[config.mk]
export PLATFORM = sky130hd
export DESIGN_NAME = rx_ring_dma
export DESIGN_NICKNAME = d
export VERILOG_FILES = /design/src/rtl/rxr_pkg.sv /design/src/rtl/rxr_ring_ptr.sv /design/src/rtl/rxr_lane_pack.sv /design/src/rtl/rxr_miss_ctr.sv /design/src/rtl/rx_ring_dma.sv
export SDC_FILE = /design/constraint.sdc
export NUM_CORES = 1
export LEC_CHECK = 0
export ABC_AREA = 1
export CAP_MARGIN = 5
export CORE_UTILIZATION = 51
export CTS_BUF_LIST = sky130_fd_sc_hd__clkbuf_8 sky130_fd_sc_hd__clkbuf_16
export CTS_CLUSTER_SIZE = 14
export DETAILED_ROUTE_END_ITERATION = 8
export PLACE_DENSITY = 0.85
export SLEW_MARGIN = 20
export SYNTH_ARGS = -nofsm -noshare
export SYNTH_HDL_FRONTEND = slang
export SYNTH_SLANG_ARGS = --single-unit
[constraint.sdc]
create_clock -name clk -period 2.6 [get_ports clk]
set_input_delay 0.78 -clock clk [delete_from_list [all_inputs] [get_ports clk]]
set_output_delay 0.78 -clock clk [all_outputs]
set_load 0.01 [all_outputs]
[src/rtl/rxr_pkg.sv]
package rxr_pkg;
  typedef enum logic [3:0] {
    ST_IDLE, ST_F0, ST_F1, ST_F2, ST_F3, ST_READY, ST_RECV, ST_WB1, ST_WB0
  } rx_st_t;
  localparam int ACT_BIT = 31;
  localparam int EOL_BIT = 30;
  localparam int ERR_BIT = 27;
  localparam int DESC_WORDS = 4;
endpackage

[src/rtl/rxr_ring_ptr.sv]
module rxr_ring_ptr import rxr_pkg::*; #(
  parameter int AW = 16
) (
  input  logic          clk,
  input  logic          rst,
  input  logic [AW-1:0] base_w,
  input  logic          adv,
  input  logic          wrap,
  output logic [AW-1:0] ptr_w
);
  localparam logic [AW-1:0] STEP = AW'(DESC_WORDS);
  always_ff @(posedge clk) begin
    if (rst) ptr_w <= base_w;
    else if (adv) ptr_w <= wrap ? base_w : ptr_w + STEP;
  end
endmodule

[src/rtl/rxr_lane_pack.sv]
module rxr_lane_pack #(
  parameter int LANES = 4
) (
  input  logic                   clk,
  input  logic                   rst,
  input  logic                   take,
  input  logic [$clog2(LANES)-1:0] lane,
  input  logic [7:0]             din,
  input  logic                   flush,
  output logic [8*LANES-1:0]     merged
);
  logic [8*LANES-1:0] hold;
  for (genvar g = 0; g < LANES; g++) begin : g_lane
    assign merged[8*g +: 8] = (take && lane == g) ? din : hold[8*g +: 8];
  end
  always_ff @(posedge clk) begin
    if (rst) hold <= '0;
    else if (take) hold <= flush ? '0 : merged;
  end
endmodule

[src/rtl/rxr_miss_ctr.sv]
module rxr_miss_ctr #(
  parameter int CW = 16
) (
  input  logic          clk,
  input  logic          rst,
  input  logic          inc,
  output logic [CW-1:0] count
);
  always_ff @(posedge clk) begin
    if (rst) count <= '0;
    else if (inc && count != {CW{1'b1}}) count <= count + 1'b1;
  end
endmodule

[src/rtl/rx_ring_dma.sv]
module rx_ring_dma import rxr_pkg::*; #(
  parameter int AW = 16,
  parameter int CW = 16
) (
  input  logic          clk,
  input  logic          rst,
  input  logic [AW+1:0] list_base,
  input  logic          rx_req_set,
  output logic          rx_req,
  input  logic          in_valid,
  input  logic [7:0]    in_data,
  input  logic          in_last,
  input  logic          in_err,
  output logic          mem_req,
  output logic          mem_we,
  output logic [AW-1:0] mem_addr,
  output logic [31:0]   mem_wdata,
  input  logic [31:0]   mem_rdata,
  output logic [CW-1:0] missed_cnt
);
  localparam int LW = 16;
  localparam int BW = AW + 2;

  rx_st_t        st;
  logic [31:0]   w0, wb0, merged;
  logic [LW-1:0] size_q, cnt;
  logic [AW-1:0] buf_w, desc_w;
  logic          err_q, mid;
  logic          sof, take, fits, store, flush, miss_inc, adv;

  assign sof      = in_valid && !mid;
  assign take     = in_valid && ((st == ST_READY && sof) || st == ST_RECV);
  assign fits     = cnt < size_q;
  assign store    = take && fits;
  assign flush    = store && (cnt[1:0] == 2'd3 || in_last || (cnt + 1'b1) == size_q);
  assign miss_inc = sof && st != ST_READY;
  assign adv      = st == ST_WB0;

  always_comb begin
    wb0 = w0;
    wb0[ACT_BIT] = 1'b0;
    wb0[ERR_BIT] = err_q;
  end

  rxr_ring_ptr #(.AW(AW)) u_ptr (
    .clk(clk), .rst(rst), .base_w(list_base[BW-1:2]),
    .adv(adv), .wrap(w0[EOL_BIT]), .ptr_w(desc_w));

  rxr_lane_pack #(.LANES(4)) u_pack (
    .clk(clk), .rst(rst), .take(store), .lane(cnt[1:0]),
    .din(in_data), .flush(flush), .merged(merged));

  rxr_miss_ctr #(.CW(CW)) u_miss (
    .clk(clk), .rst(rst), .inc(miss_inc), .count(missed_cnt));

  assign rx_req = rx_req_q;
  logic rx_req_q;

  always_ff @(posedge clk) begin
    if (rst) begin
      st <= ST_IDLE;  rx_req_q <= 1'b0;  w0 <= '0;  size_q <= '0;
      cnt <= '0;  buf_w <= '0;  err_q <= 1'b0;  mid <= 1'b0;
      mem_req <= 1'b0;  mem_we <= 1'b0;  mem_addr <= '0;  mem_wdata <= '0;
    end else begin
      mem_req <= 1'b0;
      mem_we  <= 1'b0;
      if (in_valid) mid <= !in_last;
      if (rx_req_set) rx_req_q <= 1'b1;
      case (st)
        ST_IDLE: if (rx_req_q) begin
          mem_req <= 1'b1;  mem_addr <= desc_w;  st <= ST_F0;
        end
        ST_F0: begin
          mem_req <= 1'b1;  mem_addr <= desc_w + AW'(1);  st <= ST_F1;
        end
        ST_F1: begin
          mem_req <= 1'b1;  mem_addr <= desc_w + AW'(2);
          w0 <= mem_rdata;  st <= ST_F2;
        end
        ST_F2: begin
          size_q <= mem_rdata[31:16];  st <= ST_F3;
        end
        ST_F3: begin
          buf_w <= mem_rdata[BW-1:2];
          cnt   <= '0;
          err_q <= 1'b0;
          if (w0[ACT_BIT]) st <= ST_READY;
          else begin
            st <= ST_IDLE;
            if (!rx_req_set) rx_req_q <= 1'b0;
          end
        end
        ST_READY, ST_RECV: if (take) begin
          cnt   <= cnt + {{(LW-1){1'b0}}, store};
          err_q <= err_q | in_err | !fits;
          if (flush) begin
            mem_req <= 1'b1;  mem_we <= 1'b1;
            mem_addr  <= buf_w + AW'(cnt[LW-1:2]);
            mem_wdata <= merged;
          end
          st <= in_last ? ST_WB1 : ST_RECV;
        end
        ST_WB1: begin
          mem_req <= 1'b1;  mem_we <= 1'b1;
          mem_addr <= desc_w + AW'(1);  mem_wdata <= {size_q, cnt};
          st <= ST_WB0;
        end
        ST_WB0: begin
          mem_req <= 1'b1;  mem_we <= 1'b1;
          mem_addr <= desc_w;  mem_wdata <= wb0;
          st <= ST_IDLE;
        end
        default: st <= ST_IDLE;
      endcase
    end
  end
endmodule

==> impl_metrics.env <==
export IMPL_syn_nets=1782
export IMPL_synthCells=1677
export IMPL_drt_total_wl_um=36930
export IMPL_dp_cells=2131
export IMPL_r2r_end="cnt[9]"
export IMPL_crit_type="register to register"
export IMPL_synthTopCellsByCount="nand2_1 (323), nor2_1 (306), inv_1 (187)"
export IMPL_drive_gt1_share_pct=14.14
export IMPL_slew_headroom_pct=38.66
export IMPL_critical_path_max_stage_delay_ps=450
export IMPL_endpoint="cnt[9]"
export IMPL_final_util_pct=67.86
export IMPL_place_ws_ps=-416.8
export IMPL_tns_ps=0
export IMPL_place_area_um2=13420
export IMPL_viasPerCell=5.576
export IMPL_maxCapViolations=0
export IMPL_num_antenna_cells=0
export IMPL_worst_slack_ps=34.13
export IMPL_ys_flop_type="dfxtp_1"
export IMPL_grt_overflow_total=0
export IMPL_min_period_over_period_pct=98.69
export IMPL_hold_violations=0
export IMPL_path_depth=19
export IMPL_syn_area_per_cell_um2=6.665
export IMPL_reg_top3="mem_wdata x32, u_pack.hold x32, w0 x31"
export IMPL_synth_area_um2=11180
export IMPL_clk_pin_slew_worst_paths_ps=80
export IMPL_vias=12140
export IMPL_power_mw=10.23
export IMPL_area_delta_synth_final_pct=29.24
export IMPL_synth_largest_area_cell="dfxtp_1"
export IMPL_fin_area_um2=14450
export IMPL_yosysSeqAreaShare_pct=37.26
export IMPL_ys_async_sr_fraction_pct=0
export IMPL_cp_required_ps=2940
export IMPL_met3_usage_pct=4.817
export IMPL_grt_max_degree=49
export IMPL_post_drt_wl_per_cell_um=16.95
export IMPL_hp_class="register to register"
export IMPL_ff2ff_path_depth=19
export IMPL_start_kind="register"
export IMPL_r2r_slack_ps=30
export IMPL_gr_max_usage_layer="met2"
export IMPL_htree_num_levels=4
export IMPL_use_met2_pct=54.19
export IMPL_nFillCells=1734
export IMPL_clock_sinks=200
export IMPL_rows=53
export IMPL_grt_pass1_wl_um=56720
export IMPL_place_detailed_hpwl_um=26350
export IMPL_rsz0062_at_grt="yes"
export IMPL_cp_startpoint="cnt[15]"
export IMPL_cpLargestDelayFamily="simple AND/OR/NAND/NOR gates"
export IMPL_core_um2=21290
export IMPL_cts_inserted_buffers=17
export IMPL_leakagePower_nw=6.245
export IMPL_synth_cell_types=53
export IMPL_outcome="finished clean"
export IMPL_cp_cell_sequence="ha_4 -> nand2_1 -> inv_1 -> nand3_2 -> inv_2 -> a21oi_2 -> nand2_4 -> nor2_8 -> ha_4 -> inv_1 -> nor2_1 -> nand2_1 -> nor2_2 -> nand2_2 -> nor2_4 -> inv_2 -> nor2_2 -> xor2_1 -> nor2_1"
export IMPL_setup_violations=0
export IMPL_p_per_area_nw_per_um2=708.3
export IMPL_globalRouteMet1Util_pct=40.39
export IMPL_drc=0
export IMPL_postCtsHoldBufs=0
export IMPL_worst_slew_pin_slew_ps=919.2
export IMPL_ys_seq_elements=200
export IMPL_fmax_ghz=0.3897
export IMPL_cts_buffer_depth=2
export IMPL_finalCriticalPeriod_ps=2566
export IMPL_synth_top_area_share_pct=32.96
export IMPL_antenna_found_initial=0
export IMPL_worstReg2RegStart="cnt[15]"
export IMPL_finalClockSkew_ps=10.29
export IMPL_final_nets=1996
export IMPL_crit_buf_inv=4
export IMPL_cp_arrival_ps=2910
export IMPL_slowest_stage="dfxtp_1"
export IMPL_synth_edf_count=16
export IMPL_synth_area_leaders="dfxtp_1 (33%), nand2_1 (11%), nor2_1 (10%)"
export IMPL_grt_usage_pct=32.32
export IMPL_critPathCaptureType="register"
export IMPL_first_global_vias=11230
export IMPL_root_buffer="clkbuf_16"
export IMPL_fp_dieArea_um2=22510
export IMPL_crit_fanout=3
export IMPL_drt_iter0_drc=1083
export IMPL_fin_cells=2178
export IMPL_io_pins=131
export IMPL_drv_slew=0
export IMPL_die_height_um=150.0
export IMPL_hold_slack_ps=469.5
export IMPL_drt_first_pass_iters=6
export IMPL_cts_tree="done"
export IMPL_start_util_pct=52.51
export IMPL_drtAntennaViolNets=0
export IMPL_clk_latency_ps=440
export IMPL_gp_congestion=0.9753
export IMPL_synth_warnings=0
export IMPL_chipWidth_um=150.0
export IMPL_portBuffers=128
export IMPL_ir_drop_mv=0.5361
export IMPL_yosysMostFrequentCell="nand2_1"
## cell usage in the layout, fill, tap and decap left out, drive strengths merged, types with 2 or more instances in the layout
master         count
nand2            336
nor2             319
o21ai            220
inv              200
dfxtp            184
buf              132
clkdlybuf4s50    127
a21oi             81
nor3              61
nand3             47
ha                40
nand4             23
clkbuf            17
edfxtp            16
xor2              15
xnor2              9
clkinv             9
a31oi              8
or2                6
a211oi             6
nor4               5
o21bai             5
o2111ai            4
o21a               3
a22oi              3
nand3b             3
clkinvlp           3
nor3b              3
a21o               2
o22ai              2
and3               2
a22o               2
## kinds of logic (layout without fill, tap and decap cells)
group | after synthesis | count (layout) | synth area share, %
buffers and inverters | 264 | 489 | 9.437
AO/OA/AOI/OAI | 344 | 344 | 16.43
flip-flops | 200 | 200 | 37.26
XOR/XNOR | 24 | 24 | 1.881
adder cells (fa/ha/maj) | 41 | 41 | 4.657
AND/OR/NAND/NOR | 804 | 805 | 30.34
## power breakdown
group          switching (mW)  total [mW]  internal [mW]
clock network            1.29        2.63           1.34
registers               0.300        3.87           3.57
logic                    2.27        3.73           1.46
total                    3.86        10.2           6.38
## area by class of cell
class | instances | area, µm² | area share (%)
Clock buffer | 17 | 425.4 | 2.945
Clock inverter | 14 | 145.1 | 1.005
Timing Repair Buffer | 259 | 2325 | 16.09
Inverter | 199 | 747.0 | 5.171
Sequential cell | 200 | 4182 | 28.95
Tap cell | 275 | 344.1 | 2.382
Multi-Input combinational cell | 1214 | 6277 | 43.46
## routing by layer
layer	up-vias	part of all wire, %
li1	5872	-
met1	5542	40
met3	135	7.6
met2	595	47
met5	-	0
met4	0	5.1
## worst reg2reg max path, stage by stage (launching register included)
cell     delay (ps)
dfxtp_1         450
ha_4            240
nand2_1          70
inv_1            50
nand3_2         100
inv_2            50
a21oi_2         170
nand2_4         100
nor2_8          110
ha_4            140
inv_1            40
nor2_1          100
nand2_1         110
nor2_2          130
nand2_2         110
nor2_4          140
inv_2            60
nor2_2           90
xor2_1          150
nor2_1           50
## repair_timing
| action | CTS | global route |
|---|---|---|
| buffers inserted | 3 | 12 |
| gates resized for setup | 28 | 64 |
| setup endpoints to repair | 11 | 92 |
| cloned | 0 | 1 |
| pin swaps | 13 | 26 |
## worst min path at each step
stage,start,end,slack (ps),cells past startpoint
global route,w0[24],w0[24],500,2
global placement,u_miss.count[13],u_miss.count[13],450,2
CTS,u_miss.count[13],u_miss.count[13],470,2
detailed placement,u_miss.count[13],u_miss.count[13],450,2
floorplan,w0[0],w0[0],460,2
finish,u_miss.count[13],u_miss.count[13],470,2
No activity file was read; power rests on OpenSTA's default activity.
